## config.mk

```make
export PLATFORM = sky130hd
export DESIGN_NAME = fetch_return_unpacker
export DESIGN_NICKNAME = d
export VERILOG_FILES = /design/src/rtl/fr_pkg.sv /design/src/rtl/fr_slot_flags.sv /design/src/rtl/fr_word_scanner.sv /design/src/rtl/fetch_return_unpacker.sv
export SDC_FILE = /design/constraint.sdc
export NUM_CORES = 1
export LEC_CHECK = 0
export BUFFER_PORTS_ARGS = -buffer_cell sky130_fd_sc_hd__buf_2
export CORE_ASPECT_RATIO = 1.25
export CORE_MARGIN = 8
export CORE_UTILIZATION = 32
export DETAILED_ROUTE_END_ITERATION = 7
export MAX_ROUTING_LAYER = met4
export PLACE_DENSITY_LB_ADDON = 0.12
export RECOVER_POWER = 50
export SLEW_MARGIN = 20
export SYNTH_ARGS = -nofsm -noshare
export SYNTH_HDL_FRONTEND = slang
export SYNTH_SLANG_ARGS = --single-unit
```

## constraint.sdc

```tcl
create_clock -name clk -period 9.9 [get_ports clk]
set_input_delay 1.98 -clock clk [delete_from_list [all_inputs] [get_ports clk]]
set_output_delay 1.98 -clock clk [all_outputs]
set_load 0.1 [all_outputs]
```

## src/rtl/fr_pkg.sv

```systemverilog
package fr_pkg;
  typedef logic [31:0] word_t;

  function automatic logic word_is_long(input word_t w, input int size_bit);
    return w[size_bit];
  endfunction
endpackage

```

## src/rtl/fr_slot_flags.sv

```systemverilog
module fr_slot_flags #(
  parameter int NUM_SLOTS = 4,
  parameter int SLOT_W    = $clog2(NUM_SLOTS)
) (
  input  logic                 clk,
  input  logic                 rst,
  input  logic                 issue_valid,
  input  logic [SLOT_W-1:0]    issue_slot,
  input  logic                 flush_valid,
  input  logic [SLOT_W-1:0]    flush_slot,
  input  logic                 done_valid,
  input  logic [SLOT_W-1:0]    done_slot,
  input  logic                 done_dropped,
  output logic [NUM_SLOTS-1:0] pending,
  output logic [NUM_SLOTS-1:0] drop
);
  for (genvar g = 0; g < NUM_SLOTS; g++) begin : g_slot
    logic hit_issue, hit_flush, hit_done;
    assign hit_issue = issue_valid && (issue_slot == SLOT_W'(g));
    assign hit_flush = flush_valid && (flush_slot == SLOT_W'(g));
    assign hit_done  = done_valid  && (done_slot  == SLOT_W'(g));

    always_ff @(posedge clk) begin
      if (rst) begin
        pending[g] <= 1'b0;
        drop[g]    <= 1'b0;
      end else begin
        if (hit_issue)     pending[g] <= 1'b1;
        else if (hit_done) pending[g] <= 1'b0;
        if (hit_flush)                     drop[g] <= 1'b1;
        else if (hit_done && done_dropped) drop[g] <= 1'b0;
      end
    end

    // a pending flag only falls when a handled return names the slot
    assert_pending_clear_R9: assert property (@(posedge clk) disable iff (rst)
      $fell(pending[g]) |-> $past(done_valid && done_slot == SLOT_W'(g)));
    // a drop flag only rises after a flush of the slot
    assert_drop_set_R6: assert property (@(posedge clk) disable iff (rst)
      $rose(drop[g]) |-> $past(flush_valid && flush_slot == SLOT_W'(g)));
  end
endmodule

```

## src/rtl/fr_word_scanner.sv

```systemverilog
module fr_word_scanner
  import fr_pkg::*;
#(
  parameter int MAX_WORDS = 8,
  parameter int SIZE_BIT  = 31,
  parameter int CNT_W     = $clog2(MAX_WORDS + 2)
) (
  input  logic                    clk,
  input  logic                    rst,
  input  logic                    load,
  input  logic [MAX_WORDS*32-1:0] load_payload,
  input  logic [CNT_W-1:0]        load_words,
  output logic                    busy,
  output logic                    emit_valid,
  output logic                    emit_long,
  output logic [63:0]             emit_inst,
  output logic                    emit_trunc,
  output logic                    scan_fin
);
  localparam int IDX_W = (MAX_WORDS > 1) ? $clog2(MAX_WORDS) : 1;

  word_t            words_q [MAX_WORDS];
  logic [CNT_W-1:0] nwords_q, idx_q, nxt_idx, adv;
  word_t            cur_w, nxt_w;
  logic             cur_long, has_next;

  assign nxt_idx  = idx_q + CNT_W'(1);
  assign cur_w    = words_q[idx_q[IDX_W-1:0]];
  assign nxt_w    = words_q[nxt_idx[IDX_W-1:0]];
  assign cur_long = word_is_long(cur_w, SIZE_BIT);
  assign has_next = nxt_idx < nwords_q;

  always_comb begin
    emit_valid = busy && !(cur_long && !has_next);
    emit_trunc = busy && cur_long && !has_next;
    emit_long  = cur_long && has_next;
    emit_inst  = emit_long ? {nxt_w, cur_w} : {32'h0, cur_w};
    adv        = emit_long ? (idx_q + CNT_W'(2)) : nxt_idx;
    scan_fin   = busy && (adv >= nwords_q);
  end

  always_ff @(posedge clk) begin
    if (load) begin
      for (int k = 0; k < MAX_WORDS; k++) words_q[k] <= load_payload[k*32 +: 32];
    end
  end

  always_ff @(posedge clk) begin
    if (rst) begin
      busy     <= 1'b0;
      idx_q    <= '0;
      nwords_q <= '0;
    end else if (load) begin
      busy     <= (load_words != '0);
      idx_q    <= '0;
      nwords_q <= load_words;
    end else if (busy) begin
      if (scan_fin) busy <= 1'b0;
      idx_q <= adv;
    end
  end

  // while scanning, the position always lies inside the return
  assert_idx_in_range_R1: assert property (@(posedge clk) disable iff (rst)
    busy |-> (idx_q < nwords_q));
  // a truncated tail never produces an instruction in the same cycle
  assert_trunc_excl_R10: assert property (@(posedge clk) disable iff (rst)
    emit_trunc |-> !emit_valid);
endmodule

```

## src/rtl/fetch_return_unpacker.sv

```systemverilog
module fetch_return_unpacker #(
  parameter int NUM_SLOTS = 4,
  parameter int SLOT_W    = $clog2(NUM_SLOTS),
  parameter int MAX_WORDS = 8,
  parameter int LEN_W     = 8,
  parameter int OCC_W     = 4,
  parameter int OCC_LIMIT = 4,
  parameter int SEQ_W     = 32,
  parameter int SIZE_BIT  = 31
) (
  input  logic                       clk,
  input  logic                       rst,
  input  logic                       issue_valid,
  input  logic [SLOT_W-1:0]          issue_slot,
  input  logic                       flush_valid,
  input  logic [SLOT_W-1:0]          flush_slot,
  input  logic [NUM_SLOTS*OCC_W-1:0] ibuf_occ,
  input  logic                       in_valid,
  output logic                       in_ready,
  input  logic [SLOT_W-1:0]          in_slot,
  input  logic [LEN_W-1:0]           in_len,
  input  logic [MAX_WORDS*32-1:0]    in_payload,
  output logic                       push_valid,
  output logic [SLOT_W-1:0]          push_slot,
  output logic [63:0]                push_inst,
  output logic                       push_long,
  output logic [SEQ_W-1:0]           push_seq,
  output logic [NUM_SLOTS-1:0]       fetch_pending,
  output logic                       err_overfill,
  output logic                       err_drop_nonempty,
  output logic                       err_truncated
);
  localparam int CNT_W = $clog2(MAX_WORDS + 2);

  logic                 accept, dropped, busy;
  logic [LEN_W-1:0]     len_words;
  logic [CNT_W-1:0]     nwords_in;
  logic [OCC_W-1:0]     occ_in;
  logic [NUM_SLOTS-1:0] drop_vec;
  logic [SLOT_W-1:0]    cur_slot_q, done_slot;
  logic                 done_valid;
  logic                 emit_valid, emit_long, emit_trunc, scan_fin;
  logic [63:0]          emit_inst;
  logic [SEQ_W-1:0]     seq_q;

  assign in_ready  = !busy;
  assign accept    = in_valid && in_ready;
  assign dropped   = drop_vec[in_slot];
  assign occ_in    = ibuf_occ[in_slot*OCC_W +: OCC_W];
  assign len_words = in_len >> 2;
  assign nwords_in = (len_words > LEN_W'(MAX_WORDS)) ? CNT_W'(MAX_WORDS)
                                                     : CNT_W'(len_words);

  assign done_valid = (accept && (dropped || nwords_in == '0)) || scan_fin;
  assign done_slot  = accept ? in_slot : cur_slot_q;

  fr_slot_flags #(.NUM_SLOTS(NUM_SLOTS), .SLOT_W(SLOT_W)) u_flags (
    .clk, .rst,
    .issue_valid, .issue_slot,
    .flush_valid, .flush_slot,
    .done_valid, .done_slot,
    .done_dropped (accept && dropped),
    .pending      (fetch_pending),
    .drop         (drop_vec)
  );

  fr_word_scanner #(.MAX_WORDS(MAX_WORDS), .SIZE_BIT(SIZE_BIT), .CNT_W(CNT_W)) u_scan (
    .clk, .rst,
    .load         (accept && !dropped),
    .load_payload (in_payload),
    .load_words   (nwords_in),
    .busy,
    .emit_valid, .emit_long, .emit_inst, .emit_trunc, .scan_fin
  );

  always_ff @(posedge clk) begin
    if (rst) begin
      cur_slot_q        <= '0;
      seq_q             <= '0;
      push_valid        <= 1'b0;
      push_slot         <= '0;
      push_inst         <= '0;
      push_long         <= 1'b0;
      push_seq          <= '0;
      err_overfill      <= 1'b0;
      err_drop_nonempty <= 1'b0;
      err_truncated     <= 1'b0;
    end else begin
      if (accept) cur_slot_q <= in_slot;
      push_valid <= emit_valid;
      if (emit_valid) begin
        push_slot <= cur_slot_q;
        push_inst <= emit_inst;
        push_long <= emit_long;
        push_seq  <= seq_q;
        seq_q     <= seq_q + SEQ_W'(1);
      end
      err_overfill      <= accept && !dropped && (occ_in > OCC_W'(OCC_LIMIT));
      err_drop_nonempty <= accept && dropped && (occ_in != '0);
      err_truncated     <= emit_trunc;
    end
  end

  // the counter has moved exactly one past the number just presented
  assert_seq_step_R5: assert property (@(posedge clk) disable iff (rst)
    push_valid |-> (seq_q == push_seq + SEQ_W'(1)));
  // short instructions carry a zero upper half
  assert_short_upper_R3: assert property (@(posedge clk) disable iff (rst)
    (push_valid && !push_long) |-> (push_inst[63:32] == 32'h0));
  // pushes only follow cycles in which no new return could be accepted
  assert_busy_no_ready_R4: assert property (@(posedge clk) disable iff (rst)
    push_valid |-> $past(!in_ready));
  // a truncation report never coincides with a push
  assert_trunc_no_push_R10: assert property (@(posedge clk) disable iff (rst)
    err_truncated |-> !push_valid);
  // a dropped return leaves the scanner idle
  assert_drop_idle_R6: assert property (@(posedge clk) disable iff (rst)
    (accept && dropped) |=> !busy);
endmodule

```

# Word level (Yosys, flattened, before mapping)
# Memories as Yosys holds them, arrays and structs flattened. A register that Yosys moved wholly into a read port is not among the register bits.
# Index checks and enable logic that the tools add are counted.
# word_totals
regBits,154
latchBits,0
mem_bits_rw,256
mem_bits_ro,0
inputBits,291
out_inout_bits,108
word_cells,118
n_memories,1
# classes
addsub,3
n_mul,0
n_div,0
magnitude_cmp,5
eq_ne,9
n_shift,1
mux,29
bitwise,0
n_reduce_logical,49
# memory_table
memory,depth,word_bits,read_ports,rd_clocked_by_memory_dff,wr,line,source
u_scan.words_q,8,32,2,1,8,fr_word_scanner.sv:22,word_t words_q [MAX_WORDS];
# op_table
cell,count
64-bit 2-to-1 mux,1
32-bit by 1-bit adder with 32-bit output (second input constant),1
1-bit logical AND,28
1-bit 2-to-1 mux,22
2-bit nonzero test,8
16-bit by 5-bit variable part select with 4-bit output,1
2-bit == test (second input constant),6
4-bit 2-to-1 mux,2
4-bit nonzero test,2
2-bit by 1-bit == test with 1-bit output (second input constant),3
6-bit by 4-bit > comparator with 1-bit output (second input constant),1
2-bit logical NOT,3
3-bit 2-to-1 mux,2
4-bit by 1-bit adder with 4-bit output (second input constant),1
4-bit by 2-bit adder with 4-bit output (second input constant),1
4-bit >= comparator,1
4-bit by 3-bit > comparator with 1-bit output (second input constant),1
1-bit logical NOT,4
4-bit logical NOT,1
4-bit less-than comparator,1
2-bit by 3-bit less-than comparator with 1-bit output (second input constant),1
1-bit binary-select mux with 2-bit select,1
1-bit logical OR,2
2-bit 2-to-1 mux,1
2-bit OR reduction,1

# Depth between registers and ports, before layout
# Gate-level depths: netlist of run 1.
# logic_depth
ltp_word,11
mapped_depth,15
depth_no_buf,14

# Cells and area by module
# From an unflattened synthesis of run 1, not the netlist that was laid out.
# hier_totals
hier_cells,1213
hier_area_um2,18033.5
# modules_own_cells
module,n_inst,cells_each,area_per_inst_um2
fr_word_scanner,1,640,12338.1
fetch_return_unpacker,1,534,5298.8
fr_slot_flags,1,39,396.6

# Worst setup path before layout of run 1
# Ideal clock, no wire load.
# synth_timing
path_kind,input port to flip-flop
start,in in_slot[0]
end,reg (tool-made name)
t_arrival_ps,8618
setup_slack_ps,1130
stages,8
cell_sequence,buf_2 mux4_2 or2_0 clkbuf_1 inv_1 nor2_1 o211ai_1 o41ai_1
# synth_rtl
element,line,source
start: declaration,fetch_return_unpacker.sv:20,"input logic [SLOT_W-1:0] in_slot,"

# Worst setup path in the final report of run 1
# layout_timing
start,reg u_scan.idx_q[0]
end,reg u_flags.pending[0]
# layout_between
elab_chain_len,9
word_cells_on_any_way,10
# layout_rtl
element,line,source
start: declaration,fr_word_scanner.sv:23,"logic [CNT_W-1:0] nwords_q, idx_q, nxt_idx, adv;"
start signal: assignment,fr_word_scanner.sv:59,idx_q <= adv;
4-bit by 1-bit adder with 4-bit output,fr_word_scanner.sv:27,assign nxt_idx = idx_q + CNT_W'(1);
4-bit less-than comparator,fr_word_scanner.sv:31,assign has_next = nxt_idx < nwords_q;
1-bit logical AND,fr_word_scanner.sv:36,emit_long = cur_long && has_next;
4-bit 2-to-1 mux *,fr_word_scanner.sv:38,adv = emit_long ? (idx_q + CNT_W'(2)) : nxt_idx;
4-bit >= comparator *,fr_word_scanner.sv:39,scan_fin = busy && (adv >= nwords_q);
1-bit logical AND *,fr_word_scanner.sv:39,
1-bit logical OR *,fetch_return_unpacker.sv:54,assign done_valid = (accept && (dropped || nwords_in == '0)) || scan_fin;
1-bit logical AND *,fr_slot_flags.sv:21,assign hit_done = done_valid && (done_slot == SLOT_W'(g));
2-bit nonzero test (no line) *,-,
end signal: indexed assignment,fr_slot_flags.sv:25,pending[g] <= 1'b0;
end signal: indexed assignment,fr_slot_flags.sv:28,if (hit_issue) pending[g] <= 1'b1;
end signal: indexed assignment,fr_slot_flags.sv:29,else if (hit_done) pending[g] <= 1'b0;
end: declaration,fr_slot_flags.sv:14,"output logic [NUM_SLOTS-1:0] pending,"
# Every way passes the cells marked *; elsewhere a longest branch is shown, timed or not.
# A chain may end at the register's enable or synchronous reset.

==> results.py, run 1 <==
metrics = {
    "critical_path": {
        "startpoint": "u_scan.idx_q[0]",
        "crit_fanout": 41,
        "path_buf_inv": 0,
        "slowest_delay_ns": 2.30,
        "timing.rr.end": "u_flags.pending[0]",
        "crit_end": "u_flags.pending[0]",
        "reg2reg_slack_ns": 3.92,
        "arrival_ns": 6.48,
        "path_delay_family": "flip-flops",
        "worstPathCellList": "ha_4 > ha_1 > a21boi_0 > o22ai_1 > nand3_1 > xnor2_1 > ha_1 > nand2b_1 > a21o_1 > a211oi_1 > o22ai_1 > o21ai_0",
        "crit_type": "reg -> reg",
        "start_kind": "flip-flop",
        "critPathRequiredTime_ns": 10.40,
        "rr_worst_depth": 12,
        "worstSetupPathDepth": 12,
        "timing.rr.start": "u_scan.idx_q[0]",
        "end_kind": "flip-flop",
        "crit_slowest_cell": "dfxtp_1",
    },
    "global_route": {
        "first_global_vias": 12606,
        "grt_max_degree": 146,
        "grt_first_pass_wirelength_mm": 79.8,
        "antenna_found_initial": 34,
        "grt.overflow.total": 0,
        "track_usage": 0.172,
    },
    "synth": {
        "yosysTopAreaCellShare": 0.433,
        "synth_area_sq_um": 17800,
        "synth_top_cells_by_area": "edfxtp_1, dfxtp_1, mux4_2",
        "synth.distinct_cells": 63,
        "ys.flop_type": "edfxtp_1",
        "syn-num-nets": 1511,
        "synthTopCellsByCount": "edfxtp_1, dfxtp_1, mux4_2, nand2_1, nor2_1",
        "yosys.area.top_type": "edfxtp_1",
        "ys_seq_area_frac": 0.610,
        "synth_edf_count": 256,
        "avgSynthCellArea_sq_um": 14.7,
        "synth.most_common_cell": "edfxtp_1",
        "ys_ff_latch": 413,
        "syn_inst": 1210,
        "yosys_warnings": 0,
        "async_reset_ff_frac": 0,
    },
    "die": {
        "ioPinCount": 399,
        "die_w_um": 227,
        "die_h_um": 279,
        "dieArea_sq_um": 63300,
        "rows": 96,
        "core_area_sq_um": 54900,
        "start_util": 0.324,
    },
    "sta": {
        "finalCriticalPeriod_ns": 5.98,
        "setup_viol": 0,
        "tightest_slew_ns": 2.91,
        "finalHoldViolations": 0,
        "slew_violations": 42,
        "relSlewSlack": -0.943,
        "fmax_mhz": 167,
        "finalCritPeriodShare": 0.604,
        "rsz0062_at_grt": "no",
        "tns_ns": 0,
        "clock-skew-final_ns": 0.0266,
    },
    "job": {
        "cap_violations": 1,
    },
    "power": {
        "p_leak_nw": 7.26,
        "p_per_area_nw_per_um2": 224,
        "power_mw": 4.90,
        "irDropWorstVdd_uv": 127,
    },
    "final_layout": {
        "drive_gt1_frac": 0.315,
        "fin_cells": 2389,
        "layout.nets": 1888,
        "syn_to_final_growth_pct": 23.4,
    },
    "detailed_routing": {
        "first_iter_violations": 625,
        "postRouteAntennaNets": 0,
        "drt_pass1_iterations": 5,
        "dr_total_vias": 11903,
        "drt-total-wl_mm": 54.3,
        "wire_per_inst_um": 22.7,
        "drt-vias-per-instance": 4.98,
        "route.detailed.drc": 0,
    },
    "clock_tree": {
        "cts_tree": "done",
        "clkTransAtPathRegs_ns": 0.06,
        "worst_skew_pair.late_latency_ns": 0.59,
        "cts_setup_buffers": 0,
        "clock_path_buffers": 3,
        "cts_sinks": 413,
        "cts_max_level": 2,
        "cts_buffers": 47,
        "root_buffer": "clkbuf_16",
        "cts_hold_buf": 0,
        "cts_resized": 0,
    },
    "placed_design": {
        "dp_hpwl_mm": 37.2,
        "gp_congestion": 0.771,
        "io_buffer_count": 396,
        "placed_cells": 2273,
    },
    "worst_hold_path": {
        "hold_path.class": "reg -> reg",
    },
    "outcome": {
        "outcome": "complete, but fails checks",
        "violations": "max-capacitance violations, max-slew violations",
    },
}
placed cells by master, fill, tap and decap left out, types with 5 or more instances in the layout:
master and instances:
dfxtp_1 154, or3_1 5, buf_4 14, clkbuf_16 48, a31oi_1 6, inv_1 8, a22oi_1 39, clkinv_2 10
clkinv_1 5, a211oi_1 36, ha_1 9, buf_2 246, nand3_1 15, nor2b_1 5, nand4_1 5, mux2i_1 38
or4_1 20, diode_2 29, mux2_2 32, o21ai_0 16, nand2_1 99, mux4_2 129, clkbuf_1 159, nor3_1 9
xnor2_1 6, edfxtp_1 256, nor2_1 88, a21oi_1 71, clkbuf_8 5, o31ai_1 22
worst register-to-register path, delay by kind of cell, from the launching register on:
family / cells / cell delay, ns
compound gates: 6 / 1.57
xor+xnor: 1 / 0.22
fa+ha+maj: 3 / 1.33
flops: 1 / 2.30
simple gates: 2 / 0.49
final cells by class:
type	instances	area (sq um)
diodes	29	72.6
clock buffers	63	1310
clock inverters	24	244
fillers	5337	33000
inverters	10	45.0
multi-input cells	704	6560
flip-flops and latches	413	10800
well taps	735	920
repair buffers	411	1930
state kept, by name (all words and copies together), names as in the netlist, 2 cells and up, named ones only:
name	count
seq_q	32
u_flags.pending	4
u_scan.words_q	256
push_inst	64
u_scan.idx_q	4
cur_slot_q	2
push_seq	32
u_flags.drop	4
push_slot	2
u_scan.nwords_q	4
metal layers:
| metal | vias up | global-route usage | routed length, um |
|---|---|---|---|
| met2 | 358 | 0.297 | 27800 |
| met5 | - | - | 0 |
| met3 | 81 | 0.0531 | 4070 |
| li1 | 5613 | - | - |
| met4 | 0 | 0.0467 | 1430 |
| met1 | 5851 | 0.192 | 20900 |
per-stage QoR:
stage          hold slack (ns)  setup slack [ns]  instance area [sq um]  utilization
5_1_grt                  0.477              3.13                  21900        0.399
4_1_cts                  0.452              5.38                  22100        0.402
3_3_place_gp             0.442              4.80                  20500        0.374
2_1_floorplan            0.431              1.13                  17800            -
3_5_place_dp             0.444              4.74                  20500        0.374
6_report                 0.452              3.92                  21900        0.399
worst min-delay path by stage:
| stage | startpoint | endpoint | cells after the start |
|---|---|---|---|
| global placement | push_seq[23] | push_seq[23] | 2 |
| floorplan | cur_slot_q[0] | push_slot[0] | 2 |
| global route | push_seq[22] | push_seq[22] | 2 |
| detailed placement | push_seq[4] | push_seq[4] | 2 |
| finish | push_seq[4] | push_seq[4] | 2 |
| CTS | push_seq[4] | push_seq[4] | 2 |
logic make-up after synthesis:
family                   share of synthesized area
AO/OA/AOI/OAI                               0.0803
multiplexers                                 0.205
adder cells (fa/ha/maj)                    0.00704
buffers and inverters                       0.0220
AND/OR/NAND/NOR                             0.0721
XOR/XNOR                                   0.00345
flip-flops                                   0.610
power breakdown:
part / switching [mW] / internal (mW) / leakage, nW / total, mW
Combinational: 0.689 / 0.368 / 2.79 / 1.06
Clock: 0.726 / 1.01 / 0.753 / 1.74
Sequential: 0.107 / 2.00 / 3.71 / 2.11
Total: 1.52 / 3.38 / 7.26 / 4.90
(Power assumes the default switching activity.)
==> run 2: changes to the inputs <==
- clock period: 9.9 -> 4.8 ns (I/O delays scaled with it)
==> results.py, run 2 (same netlist as run 1, synthesis figures left out) <==
metrics = {
    "critical_path": {
        "worstPathCellList": "ha_4 > ha_1 > or3_1 > o22ai_1 > nand3_1 > xnor2_1 > ha_1 > nand2b_1 > a21o_1 > a211oi_1 > o22ai_1 > o21ai_0",
        "critPathRequiredTime_ns": 5.29,
        "slowest_delay_ns": 0.77,
        "crit_type": "reg -> reg",
        "startpoint": "u_scan.idx_q[0]",
        "timing.rr.start": "u_scan.idx_q[0]",
        "arrival_ns": 4.67,
        "crit_slowest_cell": "dfxtp_4",
        "crit_fanout": 28,
        "end_kind": "flip-flop",
        "start_kind": "flip-flop",
    },
    "outcome": {
        "violations": "max-capacitance violations, max-slew violations",
        "outcome": "complete, but fails checks",
    },
    "clock_tree": {
        "cts_hold_buf": 0,
        "cts_resized": 0,
        "cts_buffers": 47,
        "clock_path_buffers": 3,
        "cts_setup_buffers": 0,
        "worst_skew_pair.late_latency_ns": 0.59,
        "clkTransAtPathRegs_ns": 0.06,
        "root_buffer": "clkbuf_16",
        "cts_tree": "done",
        "cts_max_level": 2,
        "cts_sinks": 413,
    },
    "power": {
        "p_switching_mw": 3.17,
        "power_frac_seq": 0.413,
        "p_clk_frac": 0.374,
        "switching_share": 0.303,
        "share_comb_of_total_power": 0.213,
        "intPower_mw": 7.28,
        "p_leak_nw": 7.38,
        "irDropWorstVdd_uv": 295,
        "power_mw": 10.5,
        "p_per_area_nw_per_um2": 472,
    },
    "final_layout": {
        "top_regs": "u_scan.words_q (256), push_inst (64)",
        "regMostFlops": "u_scan.words_q",
        "final_util": 0.404,
        "syn_to_final_growth_pct": 24.7,
        "largest_register_ffs": 256,
        "fillers": 5270,
        "final_common_cell": "edfxtp_1",
        "layout.nets": 1899,
        "final_cell_mix": "edfxtp_1, buf_2, clkbuf_1",
        "drive_gt1_frac": 0.321,
    },
    "sta": {
        "rsz0062_at_grt": "no",
        "finalCriticalPeriod_ns": 4.18,
        "tightest_slew_ns": 1.75,
        "setup_slack_ns": 0.618,
        "finalCritPeriodShare": 0.871,
        "fmax_mhz": 239,
        "clock-skew-final_ns": 0.0326,
        "slew_violations": 38,
        "relSlewSlack": -0.165,
        "setup_viol": 0,
        "whs_ns": 0.451,
        "finalHoldViolations": 0,
    },
    "detailed_routing": {
        "wire_per_inst_um": 23.0,
        "drt-total-wl_mm": 55.1,
        "postRouteAntennaNets": 0,
        "first_iter_violations": 583,
        "drt_pass1_iterations": 6,
        "route.detailed.drc": 0,
        "drt-vias-per-instance": 4.99,
        "dr_total_vias": 11922,
    },
    "global_route": {
        "first_global_vias": 12809,
        "grt.overflow.total": 0,
        "antenna_found_initial": 20,
        "track_usage": 0.175,
        "grt_first_pass_wirelength_mm": 81.1,
        "grt_max_degree": 75,
    },
    "job": {
        "cap_violations": 1,
    },
    "die": {
        "ioPinCount": 399,
        "rows": 96,
        "die_w_um": 227,
        "core_area_sq_um": 54900,
        "die_h_um": 279,
        "dieArea_sq_um": 63300,
        "start_util": 0.324,
    },
    "worst_hold_path": {
        "hold_path.class": "reg -> reg",
        "hold_path.startpoint": "push_seq[2]",
    },
    "placed_design": {
        "dp_hpwl_mm": 38.3,
        "io_buffer_count": 396,
        "place_ws_ns": 0.780,
        "gp_congestion": 0.781,
    },
}
==> run 2: worst paths after layout <==
path                              to  slack [ns]  depth (start not counted)
hold / removal           push_seq[2]        0.45                          2
setup / recovery  u_flags.pending[0]        0.62                         12
setup reg to reg  u_flags.pending[0]        0.62                         12
hold reg to reg          push_seq[2]        0.45                          2
==> run 2: stage by stage <==
stage	cell area, sq um	std cells	setup TNS (ns)
2_1_floorplan	17800	1210	-295.42
3_3_place_gp	20600	2283	0
3_5_place_dp	20600	2284	0
4_1_cts	22300	2372	0
5_1_grt	22200	2390	0
6_report	22200	2390	0
==> run 2: final cells by class <==
| cell class | instances | area, sq um | share of cell area |
|---|---|---|---|
| Sequential cell | 413 | 10800 | 0.490 |
| Multi-Input combinational cell | 704 | 6570 | 0.297 |
| Timing Repair Buffer | 422 | 2020 | 0.0912 |
| Clock buffer | 64 | 1330 | 0.0601 |
| Tap cell | 735 | 920 | 0.0415 |
| Clock inverter | 24 | 378 | 0.0171 |
| Antenna cell | 18 | 45.0 | 0.00203 |
| Inverter | 10 | 38.8 | 0.00175 |
==> run 2: power groups by stage <==
stage	Sequential [mW]	Combinational, mW	Clock (mW)
2_1_floorplan	4.89	1.16	0
3_3_place_gp	4.38	2.29	0
3_5_place_dp	4.39	2.30	0
4_1_cts	4.32	2.31	4.03
5_1_grt	4.36	2.39	4.16
6_report	4.32	2.23	3.91
==> run 2: per-layer routing <==
layer | wire (um) | part of all wire | vias up | track usage
met4 | 1280 | 0.023 | 0 | 0.0476
met5 | 0 | 0 | - | -
met3 | 3920 | 0.071 | 81 | 0.0485
li1 | - | - | 5598 | -
met2 | 28000 | 0.51 | 342 | 0.297
met1 | 21900 | 0.40 | 5901 | 0.202
==> run 2: critical path: cells and delay by family, from the launching register on <==
family          cells  cell delay [ns]
flops               1             0.77
fa+ha+maj           3             0.96
xor+xnor            1             0.21
compound gates      5             1.38
simple gates        3             0.80
==> run 3: changes to the inputs <==
- ABC_AREA: default -> 1
- HOLD_SLACK_MARGIN: default -> 0.06
==> results.py, run 3 <==
metrics = {
    "clock_tree": {
        "cts_setup_buffers": 0,
        "clock_path_buffers": 3,
        "cts_hold_buf": 0,
        "root_buffer": "clkbuf_16",
        "cts_buffers": 47,
        "worst_skew_pair.late_latency_ns": 0.59,
        "cts_max_level": 2,
        "cts_resized": 0,
        "cts_tree": "done",
        "clkTransAtPathRegs_ns": 0.06,
        "cts_sinks": 413,
    },
    "placed_design": {
        "placed_area_sq_um": 21900,
        "gp_congestion": 0.849,
        "dp_hpwl_mm": 47.7,
        "io_buffer_count": 396,
    },
    "power": {
        "switching_share": 0.374,
        "p_leak_nw": 9.19,
        "p_clk_frac": 0.330,
        "power_mw": 11.2,
        "p_per_area_nw_per_um2": 480,
        "power_frac_seq": 0.391,
        "intPower_mw": 6.99,
        "p_switching_mw": 4.18,
        "share_comb_of_total_power": 0.279,
        "irDropWorstVdd_uv": 349,
    },
    "global_route": {
        "grt.overflow.total": 0,
        "track_usage": 0.206,
        "first_global_vias": 17767,
        "grt_max_degree": 83,
        "antenna_found_initial": 26,
        "grt_first_pass_wirelength_mm": 107,
    },
    "synth": {
        "yosys_warnings": 0,
        "avgSynthCellArea_sq_um": 8.22,
        "syn-num-nets": 2648,
        "synth.distinct_cells": 32,
        "yosysTopAreaCellShare": 0.399,
        "synthTopCellsByCount": "nand2_1, nor2_1, edfxtp_1, nand3_1, o21ai_0",
        "ys_ff_latch": 413,
        "async_reset_ff_frac": 0,
        "syn_inst": 2347,
        "ys_seq_area_frac": 0.562,
        "synth_edf_count": 256,
        "synth.most_common_cell": "nand2_1",
        "synth_area_sq_um": 19300,
        "yosys.area.top_type": "edfxtp_1",
        "ys.flop_type": "edfxtp_1",
        "synth_top_cells_by_area": "edfxtp_1, dfxtp_1, nand2_1",
    },
    "critical_path": {
        "crit_type": "reg -> reg",
        "start_kind": "flip-flop",
        "critPathRequiredTime_ns": 5.31,
        "end_kind": "flip-flop",
        "arrival_ns": 4.24,
        "crit_fanout": 71,
    },
    "final_layout": {
        "top_regs": "u_scan.words_q (256), push_inst (64)",
        "layout.nets": 2971,
        "fillers": 6145,
        "seqCellArea_sq_um": 10800,
        "largest_register_ffs": 256,
        "regMostFlops": "u_scan.words_q",
        "drive_gt1_frac": 0.128,
        "final_util": 0.391,
        "multi_input_area_sq_um": 7420,
        "final_common_cell": "nand2_1",
        "fin_area_sq_um": 23300,
        "final_cell_mix": "nand2_1, nor2_1, edfxtp_1",
        "syn_to_final_growth_pct": 20.7,
    },
    "sta": {
        "relSlewSlack": 0.0989,
        "tightest_slew_ns": 1.36,
        "clock-skew-final_ns": 0.0285,
        "finalHoldViolations": 0,
        "rsz0062_at_grt": "no",
        "finalCritPeriodShare": 0.777,
        "setup_viol": 0,
        "finalCriticalPeriod_ns": 3.73,
        "slew_violations": 0,
        "tns_ns": 0,
        "fmax_mhz": 268,
    },
    "detailed_routing": {
        "drt-total-wl_mm": 71.4,
        "postRouteAntennaNets": 0,
        "wire_per_inst_um": 20.4,
        "first_iter_violations": 1400,
        "dr_total_vias": 17460,
        "route.detailed.drc": 0,
        "drt-vias-per-instance": 4.99,
        "drt_pass1_iterations": 6,
    },
    "die": {
        "start_util": 0.324,
        "rows": 100,
        "ioPinCount": 399,
        "die_h_um": 290,
        "die_w_um": 236,
        "dieArea_sq_um": 68400,
        "core_area_sq_um": 59600,
    },
    "job": {
        "cap_violations": 0,
    },
    "worst_hold_path": {
        "hold_path.class": "reg -> reg",
    },
    "outcome": {
        "outcome": "finished, final reports clean",
    },
}
[run 3: cell types whose count changed after synthesis, moves of 21 or more]
cell	before	now
mux2_2	32	0
a22oi_1	39	0
nand3_1	15	198
clkbuf_1	43	72
nor2_1	88	318
mux4_2	129	0
nand2_1	99	742
o22ai_1	1	59
mux2i_1	38	0
a21oi_1	71	92
inv_1	9	83
a211oi_1	36	0
o21ai_0	16	181
o21ai_1	1	36
[run 3: power groups by stage]
stage	clock network, mW	registers (mW)	logic (mW)
global route	3.92	4.41	3.40
finish	3.69	4.37	3.11
detailed placement	0	4.45	3.20
CTS	3.81	4.37	3.21
global placement	0	4.44	3.18
floorplan	0	5.26	1.50
[run 3: area by class of cell]
| class | instances | area share |
|---|---|---|
| repair buffers | 422 | 0.0861 |
| clock inverters | 25 | 0.0123 |
| clock buffers | 62 | 0.0556 |
| multi-input cells | 1683 | 0.319 |
| well taps | 765 | 0.0411 |
| flip-flops and latches | 413 | 0.466 |
| inverters | 103 | 0.0175 |
| diodes | 26 | 0.00280 |
[run 3: worst max-delay path: stages (launching register included)]
cell and delay [ns]:
dfxtp_1 0.34, ha_1 0.23, nand2_1 0.08, xor2_1 0.20
inv_1 0.07, ha_1 0.29, nand2_1 0.05, inv_1 0.04
nand2_1 0.04, nand2_1 0.12, nand3_1 0.78, nand2_4 0.33
buf_4 0.66, o21ai_1 0.19, nor2_1 0.13
[run 3: metal layers]
layer  vias up  GRT usage  wire length, um  part of all wire
met5         -          -                0                 0
met4         0     0.0876             2990             0.042
met3       158     0.0493             4790             0.067
met2       617      0.359            35700              0.50
met1      8188      0.224            27900              0.39
li1       8497          -                -                 -
[run 3: final timing paths]
path / start / end / slack [ns] / cells after the start
worst max-delay path: u_scan.idx_q[1] / push_inst[14] / 1.07 / 14
worst min-delay path: u_flags.pending[2] / u_flags.pending[2] / 0.46 / 2
worst max register to register: u_scan.idx_q[1] / push_inst[14] / 1.07 / 14
worst min register to register: u_flags.pending[2] / u_flags.pending[2] / 0.46 / 2
[run 3: logic make-up after synthesis]
logic type	Yosys count	share of synthesized area
adders and majority gates	10	0.00649
and+or+nand+nor	1285	0.267
AOI/OAI and AO/OA	373	0.101
DFF	413	0.562
xor gates and xnor gates	15	0.00681
buffers and inverters	251	0.0568
[run 3: through the flow]
stage / hold slack (ns) / worst slack, ns / std cells
2_1_floorplan: 0.439 / -1.70 / 2347
3_3_place_gp: 0.448 / 1.37 / 3386
3_5_place_dp: 0.453 / 1.39 / 3386
4_1_cts: 0.463 / 1.34 / 3473
5_1_grt: 0.482 / 0.754 / 3498
6_report: 0.461 / 1.07 / 3499
